### config.mk
export PLATFORM = sky130hd
export DESIGN_NAME = usb_frame_timer
export DESIGN_NICKNAME = d
export VERILOG_FILES = /design/src/rtl/usb_frame_pkg.sv /design/src/rtl/frame_remain_ctr.sv /design/src/rtl/frame_num_ctr.sv /design/src/rtl/frame_reg_port.sv /design/src/rtl/usb_frame_timer.sv
export SDC_FILE = /design/constraint.sdc
export NUM_CORES = 1
export LEC_CHECK = 0
export ABC_CLOCK_PERIOD_IN_PS = 2000
export BUFFER_PORTS_ARGS = -buffer_cell sky130_fd_sc_hd__buf_4
export CORE_MARGIN = 2
export CORE_UTILIZATION = 36
export DETAILED_ROUTE_END_ITERATION = 10
export PLACE_DENSITY = 0.67
export RECOVER_POWER = 50
export SYNTH_ARGS = -nofsm -noshare
export SYNTH_HDL_FRONTEND = slang
export SYNTH_SLANG_ARGS = --single-unit
### constraint.sdc
create_clock -name clk -period 2 [get_ports clk]
set_input_delay 0 -clock clk [delete_from_list [all_inputs] [get_ports clk]]
set_output_delay 0 -clock clk [all_outputs]
set_load 0.01 [all_outputs]
### src/rtl/usb_frame_pkg.sv
package usb_frame_pkg;
    localparam int REM_W_DEF  = 14;
    localparam int FN_W_DEF   = 16;
    localparam int DATA_W_DEF = 32;

    typedef enum logic {
        SEL_REMAIN = 1'b0,
        SEL_NUMBER = 1'b1
    } reg_sel_e;
endpackage

### src/rtl/frame_remain_ctr.sv
module frame_remain_ctr #(
    parameter int REM_W = 14
) (
    input  logic             clk,
    input  logic             rst_n,
    input  logic             tick,
    input  logic             oper,
    input  logic [REM_W-1:0] ivl,
    input  logic             ivl_tog,
    input  logic             wr_en,
    input  logic [REM_W-1:0] wr_cnt,
    input  logic             wr_tog,
    output logic [REM_W-1:0] cnt,
    output logic             tog,
    output logic             wrap
);
    typedef struct packed {
        logic [REM_W-1:0] cnt;
        logic             tog;
        logic             oper;
    } rem_state_t;

    rem_state_t st_d, st_q;
    logic       entry;
    logic       run_tick;

    always_comb begin
        st_d     = st_q;
        st_d.oper = oper;
        entry    = oper && !st_q.oper;
        run_tick = oper && st_q.oper && tick;
        wrap     = run_tick && (st_q.cnt == '0);
        if (entry) begin
            st_d.cnt = ivl;
        end else if (wrap) begin
            st_d.cnt = ivl;
            st_d.tog = ivl_tog;
        end else if (run_tick) begin
            st_d.cnt = st_q.cnt - 1'b1;
        end
        if (wr_en) begin
            st_d.cnt = wr_cnt;
            st_d.tog = wr_tog;
        end
    end

    always_ff @(posedge clk) begin
        if (!rst_n) st_q <= '0;
        else        st_q <= st_d;
    end

    assign cnt = st_q.cnt;
    assign tog = st_q.tog;
endmodule

### src/rtl/frame_num_ctr.sv
module frame_num_ctr #(
    parameter int FN_W = 16
) (
    input  logic            clk,
    input  logic            rst_n,
    input  logic            inc,
    input  logic            wr_en,
    input  logic [FN_W-1:0] wr_val,
    output logic [FN_W-1:0] num,
    output logic            sof
);
    typedef struct packed {
        logic [FN_W-1:0] num;
        logic            sof;
    } num_state_t;

    num_state_t st_d, st_q;

    always_comb begin
        st_d     = st_q;
        st_d.sof = inc;
        if (wr_en)    st_d.num = wr_val;
        else if (inc) st_d.num = st_q.num + 1'b1;
    end

    always_ff @(posedge clk) begin
        if (!rst_n) st_q <= '0;
        else        st_q <= st_d;
    end

    assign num = st_q.num;
    assign sof = st_q.sof;
endmodule

### src/rtl/frame_reg_port.sv
module frame_reg_port
    import usb_frame_pkg::*;
#(
    parameter int REM_W  = 14,
    parameter int FN_W   = 16,
    parameter int DATA_W = 32
) (
    input  logic              sel,
    input  logic              wr,
    input  logic [DATA_W-1:0] wdata,
    input  logic [REM_W-1:0]  cnt,
    input  logic              tog,
    input  logic [FN_W-1:0]   num,
    output logic [DATA_W-1:0] rdata,
    output logic              wr_rem,
    output logic              wr_num,
    output logic [REM_W-1:0]  wr_cnt,
    output logic              wr_tog,
    output logic [FN_W-1:0]   wr_num_val
);
    localparam int TOG_POS = DATA_W - 1;

    always_comb begin
        rdata = '0;
        if (reg_sel_e'(sel) == SEL_REMAIN) begin
            rdata[REM_W-1:0] = cnt;
            rdata[TOG_POS]   = tog;
        end else begin
            rdata[FN_W-1:0]  = num;
        end
    end

    assign wr_rem     = wr && (reg_sel_e'(sel) == SEL_REMAIN);
    assign wr_num     = wr && (reg_sel_e'(sel) == SEL_NUMBER);
    assign wr_cnt     = wdata[REM_W-1:0];
    assign wr_tog     = wdata[TOG_POS];
    assign wr_num_val = wdata[FN_W-1:0];
endmodule

### src/rtl/usb_frame_timer.sv
module usb_frame_timer
    import usb_frame_pkg::*;
#(
    parameter int REM_W  = REM_W_DEF,
    parameter int FN_W   = FN_W_DEF,
    parameter int DATA_W = DATA_W_DEF
) (
    input  logic              clk,
    input  logic              rst_n,
    input  logic              bit_tick,
    input  logic [REM_W-1:0]  ivl_value,
    input  logic              ivl_toggle,
    input  logic              oper_active,
    input  logic              reg_sel,
    input  logic              reg_wr,
    input  logic [DATA_W-1:0] reg_wdata,
    output logic [DATA_W-1:0] reg_rdata,
    output logic [REM_W-1:0]  remain_cnt,
    output logic              remain_toggle,
    output logic [FN_W-1:0]   frame_num,
    output logic              sof_pulse
);
    logic             wr_rem, wr_num, wr_tog, wrap;
    logic [REM_W-1:0] wr_cnt;
    logic [FN_W-1:0]  wr_num_val;

    frame_reg_port #(.REM_W(REM_W), .FN_W(FN_W), .DATA_W(DATA_W)) u_port (
        .sel(reg_sel), .wr(reg_wr), .wdata(reg_wdata),
        .cnt(remain_cnt), .tog(remain_toggle), .num(frame_num),
        .rdata(reg_rdata), .wr_rem(wr_rem), .wr_num(wr_num),
        .wr_cnt(wr_cnt), .wr_tog(wr_tog), .wr_num_val(wr_num_val)
    );

    frame_remain_ctr #(.REM_W(REM_W)) u_remain (
        .clk(clk), .rst_n(rst_n), .tick(bit_tick), .oper(oper_active),
        .ivl(ivl_value), .ivl_tog(ivl_toggle), .wr_en(wr_rem),
        .wr_cnt(wr_cnt), .wr_tog(wr_tog),
        .cnt(remain_cnt), .tog(remain_toggle), .wrap(wrap)
    );

    frame_num_ctr #(.FN_W(FN_W)) u_num (
        .clk(clk), .rst_n(rst_n), .inc(wrap), .wr_en(wr_num),
        .wr_val(wr_num_val), .num(frame_num), .sof(sof_pulse)
    );
endmodule

==> flow_summary_export.csv <==
group,metric,value,unit
grt,grt-ovfl-total,0,
setup_path,crit_start,"u_remain.cnt[1]",
placement,portBuffers,86,
min_path,worstHoldPathType,"in -> reg",
floorplan,die_w,85.9,microns
yosys,synth_area_leaders,"dfxtp_1 (27%), buf_4 (9.3%), xnor2_1 (7.3%), mux2_2 (5.6%), a21oi_1 (4.6%)",
clock_network,cts_tree,"done",
yosys,async_flop_share,0,%
routing,drc,0,
timing,tightestPinTransition,0.687,ns
setup_path,worst_r2r_startpoint,"u_remain.cnt[1]",
run_status,status,"finished clean",
job,maxCapViolations,0,
floorplan,die_h,85.9,microns
yosys,ys_warn_count,0,
timing,setup_tns,0,ns
clock_network,htree_num_levels,2,
floorplan,io_pins,117,
setup_path,crit_fanout,6,
min_path,min_from,"ivl_value[0]",
placement,hpwl,5720,microns
timing,fin_ws,0.140,ns
timing,setup_violations,0,
floorplan,die_area,0.00738,sq mm
power_and_ir_drop,ir_drop,0.300,mV
cells_and_area,nets,437,
yosys,synth.most_common_cell,"dfxtp_1",
clock_network,clkTransAtPathRegs,0.07,ns
grt,grt_pass1_vias,2330,
yosys,syn_area,0.00242,sq mm
yosys,ys_ff_latch,33,
clock_network,clk_latency,0.29,ns
cells_and_area,insertedDiodeCount,0,
cells_and_area,drive_gt1_share,30.6,%
yosys,synthCells,294,
yosys,syn_avg_cell_area,8.22,sq um
floorplan,core,0.00642,sq mm
cells_and_area,syn_to_final_growth,29.9,%
setup_path,path_class,"reg -> reg",
routing,wl_per_cell,16.3,microns
routing,ant_nets,0,
routing,drtIter0Drc,142,
clock_network,postCtsSetupBuffers,0,
power_and_ir_drop,p_leak,1.23,nW
routing,vias,2466,
timing,skew,0.00344,ns
cells_and_area,n_fill_cell,675,
routing,routed_wl,7460,microns
yosys,ys_top_cells_by_count,"dfxtp_1 (33), buf_4 (30), a21oi_1 (22)",
yosys,ys_seq_area_share,27.3,%
clock_network,cts_buffers,5,
timing,clock.fmax,538,MHz
placement,gp_congestion,0.914,
routing,firstDrtPassIters,4,
setup_path,crit_required,2.19,ns
timing,hold_viol,0,
floorplan,rows,29,
grt,antenna_found_initial,0,
routing,viasPerCell,5.37,
yosys,yosysTopAreaCell,"dfxtp_1",
clock_network,cts_root_buf,"clkbuf_8",
timing,maxSlewHeadroom,54.2,%
floorplan,initial_utilization,37.6,%
setup_path,end_kind,"register",
setup_path,cp.arrival,2.05,ns
power_and_ir_drop,pwr_density_cell,649,mW/mm^2
yosys,synth_top_area_share,27.3,%
timing,finalMaxSlewViolations,0,
clock_network,clockBufferDepth,2,
grt,grt_first_pass_wirelength,11700,microns
timing,rsz0062_at_grt,"true",
clock_network,clock-sinks,33,
timing,post-route-period-util,93.0,%
grt,track_usage,20.0,%
yosys,synth_edf_count,0,
yosys,ys.flop_type,"dfxtp_1",
grt,grt_start_max_net_pins,25,
setup_path,start_kind,"register",
placement,post-place-ws,0.116,ns
timing,period_needed,1.86,ns
yosys,synth_cell_type_count,47,
[area by class of cell]
cell class | count | area (sq um) | share of cell area, %
multi-input combinational | 220 | 1480 | 47.2
timing repair buffer | 116 | 791 | 25.2
sequential | 33 | 661 | 21.0
tap | 77 | 96.3 | 3.07
clock buffer | 7 | 86.3 | 2.75
inverter | 6 | 22.5 | 0.717
[placed cells by master (no fill, tap or decap), types with 5 or more instances in the layout]
cell type | synthesis | layout
nand4_1 | 5 | 5
conb_1 | 1 | 15
nand2_1 | 13 | 13
xor2_1 | 5 | 5
clkbuf_1 | 15 | 25
nor2_1 | 18 | 18
a22oi_1 | 9 | 9
nor4_1 | 5 | 5
buf_4 | 30 | 88
xnor2_1 | 20 | 20
clkbuf_8 | 0 | 6
nand3_1 | 8 | 8
mux2_2 | 12 | 12
nor4_2 | 6 | 6
o22ai_1 | 7 | 7
nor3_1 | 9 | 9
inv_1 | 5 | 5
o21ai_0 | 21 | 21
dfxtp_1 | 33 | 33
a21oi_1 | 22 | 22
[stage by stage]
| stage | cell area (sq um) | power, W | hold WS (ns) | utilization [%] | instances |
|---|---|---|---|---|---|
| finish | 3140 | 0.00204 | 0.00163 | 48.9 | 459 |
| global route | 3140 | 0.00215 | 0.00788 | 48.9 | 459 |
| CTS | 3220 | 0.00207 | 0.00159 | 50.1 | 459 |
| detailed placement | 3090 | 0.00154 | 0.285 | 48.2 | 448 |
| global placement | 3090 | 0.00153 | 0.274 | 48.2 | 448 |
| floorplan | 2470 | 0.00126 | 0.135 | - | 308 |
[routing by layer]
metal / track usage [%] / wire length, microns
met4: 5.05 / 65
met5: 0 / 0
met3: 3.75 / 535
met1: 27.3 / 3280
met2: 32.6 / 3580
[path summary, 6_finish.rpt]
kind | end | slack (ns) | cells after the start
max | u_remain.cnt[8] | 0.14 | 8
min | u_remain.cnt[0] | 0.002 | 3
max reg2reg | u_remain.cnt[8] | 0.14 | 8
min reg2reg | u_remain.tog | 0.53 | 2
[power breakdown]
group | switching [W] | internal, W
Combinational | 0.000384 | 0.000359
Clock | 0.000250 | 0.000273
Sequential | 0.0000607 | 0.000711
[state kept, by name, summed over array words and instances (netlist names)]
| signal | count |
|---|---|
| u_num.sof | 1 |
| u_remain.st_q | 1 |
| u_num.num | 16 |
| u_remain.tog | 1 |
| u_remain.cnt | 14 |
[timing repair]
item	CTS	global route
gates resized for setup	0	2
endpoints found under the hold margin	4	0
setup endpoints to repair	0	6
hold buffers	4	0
[worst max-delay path, stage by stage (launching register included)]
cell	delay [ns]
dfxtp_1	0.33
inv_1	0.09
ha_2	0.22
nor4b_1	0.14
and4b_1	0.23
nor2_1	0.19
buf_4	0.20
o21ai_0	0.10
a221oi_1	0.26
[logic make-up after synthesis]
| group | count (synthesis) | share of synthesized area, % |
|---|---|---|
| compound gates | 77 | 20.0 |
| mux | 14 | 6.42 |
| fa+ha+maj | 2 | 1.04 |
| buf+inv | 55 | 13.9 |
| other cells | 1 | 0.155 |
| simple gates | 87 | 22.1 |
| flops | 33 | 27.3 |
| xor+xnor | 25 | 9.06 |
(Power assumes the default switching activity.)
